**src/rtl/sram_lane_ctrl.sv**
```systemverilog
module sram_lane_ctrl #(
  parameter int ADDR_W = 18,
  parameter int DATA_W = 16,
  parameter int CYCLES = 6
) (
  input  logic              clk,
  input  logic              rst_n,
  input  logic              req,
  input  logic              req_write,
  input  logic [ADDR_W-1:0] req_addr,
  input  logic [DATA_W-1:0] req_wdata,
  input  logic [1:0]        req_mask,
  output logic              ack,
  output logic [DATA_W-1:0] rd_data,
  output logic [ADDR_W-1:0] mem_addr,
  output logic              mem_ce_n,
  output logic              mem_oe_n,
  output logic              mem_we_n,
  output logic [1:0]        mem_be_n,
  output logic [DATA_W-1:0] mem_dq_out,
  output logic              mem_dq_oe,
  input  logic [DATA_W-1:0] mem_dq_in
);
  localparam int LANE_W = DATA_W / 2;
  localparam int CNT_W  = $clog2(CYCLES + 1);
  localparam logic [CNT_W-1:0] LAST = CNT_W'(CYCLES - 1);

  logic              active;
  logic              is_wr;
  logic [CNT_W-1:0]  cnt;
  logic [1:0]        mask_q;
  logic [DATA_W-1:0] wdata_q;
  logic [DATA_W-1:0] lane_keep;

  assign lane_keep  = {{LANE_W{mask_q[1]}}, {LANE_W{mask_q[0]}}};
  assign mem_dq_out = wdata_q;
  assign mem_dq_oe  = ~mem_we_n;

  always_ff @(posedge clk) begin
    if (!rst_n) begin
      active   <= 1'b0;
      is_wr    <= 1'b0;
      cnt      <= '0;
      mask_q   <= 2'b00;
      wdata_q  <= '0;
      mem_addr <= '0;
      mem_ce_n <= 1'b1;
      mem_oe_n <= 1'b1;
      mem_we_n <= 1'b1;
      mem_be_n <= 2'b11;
      ack      <= 1'b0;
      rd_data  <= '0;
    end else begin
      ack <= 1'b0;
      if (!active) begin
        if (req) begin
          active   <= 1'b1;
          cnt      <= '0;
          is_wr    <= req_write;
          mask_q   <= req_mask;
          wdata_q  <= req_wdata;
          mem_addr <= req_addr;
          mem_ce_n <= 1'b0;
          mem_oe_n <= req_write;
          mem_be_n <= ~req_mask;
        end
      end else begin
        cnt <= cnt + 1'b1;
        if (cnt == '0 && is_wr && mask_q != 2'b00)
          mem_we_n <= 1'b0;
        if (cnt == LAST - 1'b1)
          mem_we_n <= 1'b1;
        if (cnt == LAST) begin
          active   <= 1'b0;
          mem_ce_n <= 1'b1;
          mem_oe_n <= 1'b1;
          mem_be_n <= 2'b11;
          ack      <= 1'b1;
          if (!is_wr)
            rd_data <= mem_dq_in & lane_keep;
        end
      end
    end
  end
endmodule

```
**config.mk**
```make
export PLATFORM = sky130hd
export DESIGN_NAME = sram_lane_ctrl
export DESIGN_NICKNAME = d
export VERILOG_FILES = /design/src/rtl/sram_lane_ctrl.sv
export SDC_FILE = /design/constraint.sdc
export NUM_CORES = 1
export LEC_CHECK = 0
export BUFFER_PORTS_ARGS = -buffer_cell sky130_fd_sc_hd__buf_2
export CAP_MARGIN = 0
export CELL_PAD_IN_SITES_DETAIL_PLACEMENT = 0
export CELL_PAD_IN_SITES_GLOBAL_PLACEMENT = 1
export CORE_MARGIN = 5
export CORE_UTILIZATION = 35
export CTS_CLUSTER_DIAMETER = 200
export DETAILED_ROUTE_END_ITERATION = 10
export PLACE_DENSITY = 0.83
export SLEW_MARGIN = 20
export SYNTH_ARGS = -nofsm -noshare
export SYNTH_HDL_FRONTEND = slang
export SYNTH_SLANG_ARGS = --single-unit
```
**constraint.sdc**
```tcl
create_clock -name clk -period 3.4 [get_ports clk]
set_input_delay 0.51 -clock clk [delete_from_list [all_inputs] [get_ports clk]]
set_output_delay 0.51 -clock clk [all_outputs]
set_load 0.01 [all_outputs]
```
==> metrics.md, run 1 <==
| Metric | Value |
|---|---|
| Mux cell area share after synthesis | `0%` |
| Post-Synth XOR/XNOR Area | `0%` |
| Via count | `2193` |
| Largest net degree at the start of global routing | `58` |
| Max Cap Viol | `0` |
| Outcome | `completed` |
| Distinct cells, synth | `26` |
| DRC violations left | `0` |
| Routed WL per cell | `12.53 µm` |
| Area grow syn2layout | `35.61%` |
| Area leader, netlist | `dfxtp_1` |
| Critical Path Fanout Max | `18` |
| Synth Area in Compound Gates | `17.05%` |
| Crit path kind | `register to register` |
| CTS buffer count | `9` |
| DR vias/cell | `4.656` |
| Clk slew on worst S/H paths | `70 ps` |
| Data required time of the critical path | `3610 ps` |
| Layout Nets | `445` |
| Max clock buf depth | `2` |
| First-pass GRT wire length | `9363 µm` |
| Total GRT Usage | `13.74%` |
| GR Overflow Total | `0` |
| Syn Area/Cell | `8.571 µm²` |
| Yosys top cell area share | `52.55%` |
| Initial drt markers | `90` |
| Final wirelength | `5903 µm` |
| Clk_lat worst skew | `330 ps` |
| Min Tclk post-route | `1727 ps` |
| Final Hold Vio Count | `0` |
| Sequential share of the synthesized area | `52.55%` |
| Largest family of logic cells by synthesized area | `simple AND/OR/NAND/NOR gates` |
| Core area | `0.006719 mm²` |
| Critical Path Start Type | `register` |
| CTS H-Tree Depth | `3` |
| CTS tree | `yes` |
| RSZ-0062 raised after global routing | `no` |
| Fmax achieved | `0.5789 GHz` |
| Simple-Gate Fraction of Synth Area | `23.77%` |
| DP HPWL | `4221 µm` |
| Crit path arrival time | `1940 ps` |
| Critical Path End Type | `register` |
| Peak supply drop | `0.0003139 V` |
| RD Place Congestion | `0.6793` |
| Clk sinks | `63` |
| Post-route cell area | `0.003254 mm²` |
| Syn. warnings | `0` |
| FF+latch count, synth | `63` |
| Row count | `30` |
| Final setup viols | `0` |
| Worst-margin pin slew | `874.8 ps` |
| Syn_nets | `339` |
| Hold crit path type | `primary input to register` |
| Die height | `92.81 µm` |
| Top cells by area, synth | `dfxtp_1 (53%), nand2_1 (11%), a21boi_0 (8.1%), nand3_1 (7.3%), o21ai_0 (4.0%)` |
| Cells resized by post-CTS repair | `0` |
| Postcts setup bufs | `0` |
| Starting Density | `35.72%` |
| Mapped Area | `0.002400 mm²` |
| Die width | `92.81 µm` |
| Adder-cell area share of the yosys netlist | `1.564%` |
| Max-slew violation count | `0` |
| Dpl cell area | `0.002983 mm²` |
| Worst slew margin | `41.68%` |
| Antenna Nets Post-Route | `0` |
| First-pass iteration count of the detailed router | `3` |
| Initial antenna violation count | `0` |
| Post-Syn Instances | `280` |
| Leak | `1.491 nW` |
| Die footprint | `0.008613 mm²` |
| Fraction of layout cells with a size suffix above 1 | `34.02%` |
| Pwr/cell area | `546.5 mW/mm²` |
| Max Clock Skew | `5.308 ps` |
| Final worst-path cycle share | `50.80%` |
| Setup TNS | `0 ps` |
| PortBufs | `112` |
| Clk root buf | `clkbuf_8` |
| Number of global-route vias before repair | `2088` |
| Hold Buf Count CTS | `0` |
| # diodes | `0` |
| # IOs | `113` |
layout make-up:
cell class	instances	area (µm²)
Tap cell	80	100.1
Timing Repair Buffer	117	601.8
Inverter	3	11.26
Sequential cell	63	1261
Multi-Input combinational cell	192	1020
Fill cell	677	3465
Clock inverter	6	132.6
Clock buffer	10	127.6
report_power, final:
group          total (W)  leakage (nW)  switching (W)  internal [W]
Combinational   0.000154         0.850      0.0000828     0.0000714
Clock           0.000836         0.126       0.000276      0.000560
Sequential      0.000789         0.515      0.0000201      0.000768
synth_stat cells (all sizes together):
| library cell | count |
|---|---|
| nand3b | 1 |
| nor3b | 1 |
| nor2b | 4 |
| nand4b | 1 |
| a21oi | 1 |
| buf | 11 |
| a21boi | 36 |
| ha | 3 |
| clkbuf | 11 |
| o21ai | 19 |
| and3 | 1 |
| nand2b | 1 |
| nand2 | 73 |
| and2 | 5 |
| a21o | 1 |
| inv | 3 |
| o21a | 3 |
| dfxtp | 63 |
| nand4 | 1 |
| o2111ai | 1 |
| nor3 | 3 |
| nand3 | 35 |
| nor2 | 2 |
metrics by stage:
step	utilization [%]	cells	power (W)	worst slack, ps	hold WS, ps
5_1_grt	48.44	471	0.001864	1466	385.0
3_5_place_dp	44.39	454	0.0009631	1325	442.3
3_3_place_gp	44.39	454	0.0009604	1402	430.4
2_1_floorplan	-	280	0.0008891	2161	452.0
4_1_cts	48.27	470	0.001811	1318	389.2
6_report	48.44	471	0.001778	1673	413.7
flip-flops by register name (all words and copies together), names as in the netlist:
register / cells
mem_addr: 18
mem_be_n: 2
mem_oe_n: 1
mem_ce_n: 1
rd_data: 16
mem_dq_out: 16
active: 1
is_wr: 1
mask_q: 2
mem_we_n: 1
cnt: 3
ack: 1
final timing paths:
path                       start             end  slack, ps  cells after the start
hold reg to reg   mem_dq_out[10]  mem_dq_out[10]        450                      2
hold / removal      req_wdata[5]   mem_dq_out[5]        410                      3
setup reg to reg          active      rd_data[2]       1670                      4
setup / recovery          active      rd_data[2]       1670                      4
layer usage:
layer	vias up	GRT usage, %	wire length, µm
li1	1143	-	-
met1	984	14.92	2491
met2	59	23.70	2904
met3	7	5.605	410
met4	0	5.495	97
met5	-	0	0
cells by family (layout without fill, tap and decap cells):
logic type | after synthesis | after routing
AOI/OAI and AO/OA | 61 | 61
adders and majority gates | 3 | 3
buffers and inverters | 25 | 136
DFF | 63 | 63
and+or+nand+nor | 128 | 128
cell usage in the layout (no fill, tap or decap):
cell type   count
nor3b_1         1
nand4b_1        1
clkinvlp_4      1
and3_1          1
buf_2         112
bufinv_16       4
nor2b_1         3
nor2b_2         1
a21oi_1         1
clkbuf_8        9
dfxtp_1        63
nand3_1        35
buf_6           1
and2_1          5
clkinv_2        1
nor3_1          3
clkbuf_1        1
a21o_1          1
nand4_1         1
a21boi_0       26
ha_1            3
nand3b_1        1
o21a_1          3
buf_4           4
o2111ai_1       1
inv_1           3
nand2_1        73
nor2_1          2
o21ai_0        19
a21boi_1       10
nand2b_1        1
critical path: stages (launching register included):
cell      delay (ps)
dfxtp_1          570
nand4b_1         530
buf_6            340
nand3_1           80
o21ai_0           90
Power figures use the tool's default switching activity.
==> inputs of run 2 (changes only) <==
- CORE_UTILIZATION: 35 -> 29
- PLACE_DENSITY: 0.83 -> 0.74
- clock period: 3.4 -> 1.5 ns (I/O delays scaled with it)
==> metrics.md, run 2 (same netlist as run 1, synthesis figures left out) <==
| Metric | Value |
|---|---|
| Core area | `0.008134 mm²` |
| Largest net degree at the start of global routing | `35` |
| First-pass iteration count of the detailed router | `4` |
| Min-delay src | `req_wdata[14]` |
| Postcts setup bufs | `0` |
| Pwr/cell area | `1104 mW/mm²` |
| Grt met1 use | `15.47%` |
| Min Tclk post-route | `1242 ps` |
| Leak | `1.502 nW` |
| Clock network fraction of total power | `40.6%` |
| Switching Share | `23.97%` |
| Total GRT Usage | `12.77%` |
| Worst slack at placement | `257.7 ps` |
| Peak supply drop | `0.0004180 V` |
| Stages on worst setup path | `5` |
| Data required time of the critical path | `1730 ps` |
| Top reg by flops | `mem_addr` |
| Psw | `0.0008731 W` |
| Die height | `101.0 µm` |
| DRC violations left | `0` |
| Sequential group share of total power | `49.0%` |
| Max clock buf depth | `2` |
| Clk slew on worst S/H paths | `70 ps` |
| Fill cell count | `856` |
| Final Non-Filler Cells | `499` |
| Max incr delay on CP | `400 ps` |
| Final worst-path cycle share | `82.77%` |
| Crit path launch | `active` |
| Largest delay share family, worst path | `flip-flops` |
| Largest register FFs | `18` |
| First-pass GRT wire length | `10350 µm` |
| GR Overflow Total | `0` |
| Top Usage Layer GRT | `met2` |
| Setup TNS | `0 ps` |
| Die footprint | `0.01019 mm²` |
| Most frequent cells in the layout | `buf_2 (112), nand2_1 (73), dfxtp_1 (63)` |
| Clk root buf | `clkbuf_8` |
| Layout Nets | `449` |
| # IOs | `113` |
| Reg-to-reg startpoint | `active` |
| Row count | `33` |
| Critical Path End Type | `register` |
| Met2 usage | `21.16%` |
| Hold crit path type | `primary input to register` |
| RSZ-0062 raised after global routing | `no` |
| Met3 Usage GRT | `2.907%` |
| Max Cap Viol | `0` |
| Worst-margin pin slew | `365.9 ps` |
| CTS buffer count | `9` |
| Critical Path Start Type | `register` |
| Max Clock Skew | `8.027 ps` |
| Depth of the worst hold-timing path | `3` |
| Number of global-route vias before repair | `2229` |
| Die width | `101.0 µm` |
| Worst slew margin | `75.57%` |
| Hold Buf Count CTS | `0` |
| Antenna Nets Post-Route | `0` |
| Fmax achieved | `0.8054 GHz` |
| Via count | `2198` |
| WP buf/inv | `2` |
| PortBufs | `112` |
| Outcome | `completed` |
| Starting Density | `29.50%` |
| DR vias/cell | `4.405` |
| Max-slew violation count | `0` |
| CTS tree | `yes` |
| CTS H-Tree Depth | `3` |
| Crit path kind | `register to register` |
| Clk_lat worst skew | `330 ps` |
| Final setup viols | `0` |
| Crit path arrival time | `1470 ps` |
| Internal Dissipation | `0.002770 W` |
| Combinational share of power | `10.4%` |
| CP Cell Sequence | `buf_4 -> nor2b_2 -> buf_4 -> and2_1 -> o21a_1` |
| RD Place Congestion | `0.7030` |
| Area grow syn2layout | `37.49%` |
| Routed WL per cell | `12.68 µm` |
| Initial antenna violation count | `0` |
| Clk sinks | `63` |
| Commonest non-fill, non-tap cell in the layout | `buf_2` |
| Final wirelength | `6327 µm` |
| R2R cell count | `5` |
| Final Hold Vio Count | `0` |
| Fraction of layout cells with a size suffix above 1 | `34.52%` |
| Placed cells | `484` |
| Final WS setup | `258.4 ps` |
| Cells resized by post-CTS repair | `0` |
| DP HPWL | `4567 µm` |
| Critical Path Fanout Max | `10` |
| Initial drt markers | `59` |
| Crit path top cell by count | `buf_4` |
| # diodes | `0` |
| CP max-delay cell | `dfxtp_1` |
-- run 2: changes by cell type in the layout (fill, tap and decap cells not counted) --
cell       before  now
buf_4           4    5
clkbuf_8        9   11
buf_6           1    0
buf_12          0    4
bufinv_16       4    1
-- run 2: tightest hold or removal path, stage by stage --
cell,delay [ps]
buf_2,100
nand2_1,40
a21boi_1,40
-- run 2: power by group through the flow --
stage	Clock (W)	Combinational, W	Sequential [W]
2_1_floorplan	0	0.000175	0.00184
3_3_place_gp	0	0.000381	0.00182
3_5_place_dp	0	0.000386	0.00182
4_1_cts	0.00154	0.000388	0.00179
5_1_grt	0.00161	0.000429	0.00179
6_report	0.00148	0.000379	0.00178
-- run 2: metal layers --
metal	share of wire [%]	wire length, µm	vias to the layer above
met3	6.4	408	9
met1	44	2811	978
li1	-	-	1151
met5	0	0	-
met2	47	2996	60
met4	1.7	110	0
-- run 2: area by class of cell --
| type | instances | area [µm²] | area share (%) |
|---|---|---|---|
| clock buffers | 12 | 155.1 | 4.702 |
| clock inverters | 3 | 42.54 | 1.289 |
| inverters | 3 | 11.26 | 0.3413 |
| multi-input cells | 192 | 1020 | 30.91 |
| flip-flops and latches | 63 | 1261 | 38.23 |
| well taps | 105 | 131.4 | 3.982 |
| repair buffers | 121 | 678.2 | 20.55 |
-- run 2: path summary, 6_finish.rpt --
kind | to | slack (ps)
worst max-delay path | mask_q[1] | 260
worst min register to register | mem_dq_out[13] | 450
worst max register to register | mask_q[1] | 260
worst min-delay path | mem_dq_out[14] | 130
-- run 2: stage by stage --
step                hold WS, ps  util, %  total power [W]  cell area (µm²)
finish                    125.2    40.56         0.003643             3299
detailed placement        442.7    38.13         0.002209             3102
global route              117.5    40.56         0.003831             3299
CTS                       105.1    40.56         0.003713             3299
floorplan                 348.0        -         0.002015             2400
global placement          429.7    38.13         0.002202             3102
==> inputs of run 3 (changes only) <==
- clock period: 1.5 -> 1.1 ns (I/O delays scaled with it)
==> metrics.md, run 3 (same netlist as run 1, synthesis figures left out) <==
| Metric | Value |
|---|---|
| CTS buffer count | `9` |
| CTS H-Tree Depth | `3` |
| Initial drt markers | `52` |
| CP max-delay cell | `dfxtp_2` |
| Die height | `101.0 µm` |
| Failing checks | `negative setup slack` |
| Commonest non-fill, non-tap cell in the layout | `buf_2` |
| Max clock buf depth | `2` |
| Max Cap Viol | `0` |
| Number of global-route vias before repair | `2165` |
| CTS tree | `yes` |
| WP buf/inv | `3` |
| Outcome | `finished, violations left` |
| Area grow syn2layout | `56.99%` |
| Die width | `101.0 µm` |
| Max-slew violation count | `0` |
| Worst slew margin | `84.89%` |
| PortBufs | `112` |
| Final Util | `46.32%` |
| Total GRT Usage | `12.12%` |
| Clk root buf | `clkbuf_8` |
| RSZ-0062 raised after global routing | `yes` |
| Critical Path Fanout Max | `8` |
| Core area | `0.008134 mm²` |
| Hold crit path type | `primary input to register` |
| Routed WL per cell | `13.09 µm` |
| Worst slack at placement | `-79.34 ps` |
| Max Clock Skew | `7.677 ps` |
| Final setup viols | `18` |
| RD Place Congestion | `0.7397` |
| Clk slew on worst S/H paths | `70 ps` |
| Critical Path End Type | `register` |
| Largest net degree at the start of global routing | `49` |
| Starting Density | `29.50%` |
| Fill cell count | `835` |
| Row count | `33` |
| Final WS setup | `-114.3 ps` |
| Min Tclk post-route | `1214 ps` |
| First-pass iteration count of the detailed router | `4` |
| Top reg by flops | `mem_addr` |
| Antenna Nets Post-Route | `0` |
| Peak supply drop | `0.0004826 V` |
| GR Overflow Total | `0` |
| Critical Path Start Type | `register` |
| Final worst-path cycle share | `110.4%` |
| Clk sinks | `63` |
| Most frequent cells in the layout | `buf_2 (112), nand2_1 (69), dfxtp_1 (60)` |
| DRC violations left | `0` |
| Crit path kind | `register to register` |
| Post-route cell area | `0.003767 mm²` |
| Die footprint | `0.01019 mm²` |
| CP Cell Sequence | `inv_2 -> ha_4 -> nand4b_1 -> buf_6 -> clkbuf_16 -> nand3_2 -> o21ai_1` |
| Via count | `2326` |
| Final Hold Vio Count | `0` |
| First-pass GRT wire length | `9853 µm` |
| Worst-margin pin slew | `226.7 ps` |
| Fraction of layout cells with a size suffix above 1 | `47.37%` |
| DP HPWL | `4561 µm` |
| # IOs | `113` |
| Layout Nets | `472` |
| Final wirelength | `6846 µm` |
| Clk_lat worst skew | `330 ps` |
| # diodes | `0` |
| Crit path arrival time | `1440 ps` |
| Dpl cell area | `0.003269 mm²` |
| Fmax achieved | `0.8235 GHz` |
| Initial antenna violation count | `0` |
| DR vias/cell | `4.447` |
| Pwr/cell area | `1365 mW/mm²` |
| Setup TNS | `-1527 ps` |
| Largest register FFs | `18` |
| Max incr delay on CP | `330 ps` |
| Largest delay share family, worst path | `buffers and inverters` |
| Leak | `1.685 nW` |
| Data required time of the critical path | `1320 ps` |
-- run 3: changes by cell type in the layout (fill, tap and decap cells not counted), moves of 8 or more --
| cell | change |
|---|---|
| o21ai_0 | -18 |
| a21boi_0 | -19 |
| nand3_1 | -16 |
| nand3_2 | +16 |
| buf_6 | +8 |
| a21boi_1 | +17 |
| o21ai_1 | +15 |
| buf_4 | +11 |
-- run 3: final cells by class --
class	count	area [µm²]	area share [%]
clock inverter	5	56.30	1.495
inverter	3	11.26	0.2989
timing repair buffer	144	950.9	25.24
multi-input combinational	192	1196	31.75
sequential	63	1270	33.71
clock buffer	11	151.4	4.019
tap	105	131.4	3.487
-- run 3: metal layers --
metal  vias to the layer above  GRT usage (%)  part of all wire (%)
li1                       1207              -                     -
met1                      1046          14.35                    45
met2                        66          19.59                    47
met3                         7          4.844                   7.3
met4                         0          4.806                   1.4
met5                         -              0                     0
-- run 3: power by group --
part	internal (W)	total, W	switching (W)	leakage (nW)
registers	0.00237	0.00243	0.0000548	0.516
clock network	0.00117	0.00205	0.000889	0.105
logic	0.000336	0.000660	0.000324	1.06
-- run 3: what timing repair did --
| action | CTS | global route |
|---|---|---|
| hold buffers | 0 | 0 |
| setup buffers | 0 | 3 |
| setup endpoints to repair | 54 | 44 |
| gates resized for setup | 3 | 50 |
| endpoints found under the hold margin | 0 | 0 |
| cloned | 0 | 8 |
| pin swaps | 3 | 19 |
-- run 3: worst register-to-register path, delay by kind of cell, from the launching register on --
family          cells  cell delay (ps)
flops               1              330
compound gates      1               70
simple gates        2              170
buf+inv             3              410
fa+ha+maj           1              150
-- run 3: final timing paths --
kind | end | cells past startpoint | slack [ps] | startpoint
setup reg to reg | rd_data[6] | 7 | -110 | cnt[1]
setup / recovery | rd_data[6] | 7 | -110 | cnt[1]
hold reg to reg | mem_dq_out[10] | 2 | 450 | mem_dq_out[10]
hold / removal | mem_addr[6] | 3 | 60 | req_addr[6]
-- run 3: through the flow --
stage / hold WS (ps) / cells / power (W)
CTS: 48.22 / 512 / 0.005140
global route: 52.08 / 523 / 0.005418
finish: 64.95 / 523 / 0.005143
floorplan: 288.0 / 280 / 0.002758
global placement: 410.8 / 496 / 0.003043
detailed placement: 413.7 / 496 / 0.003050
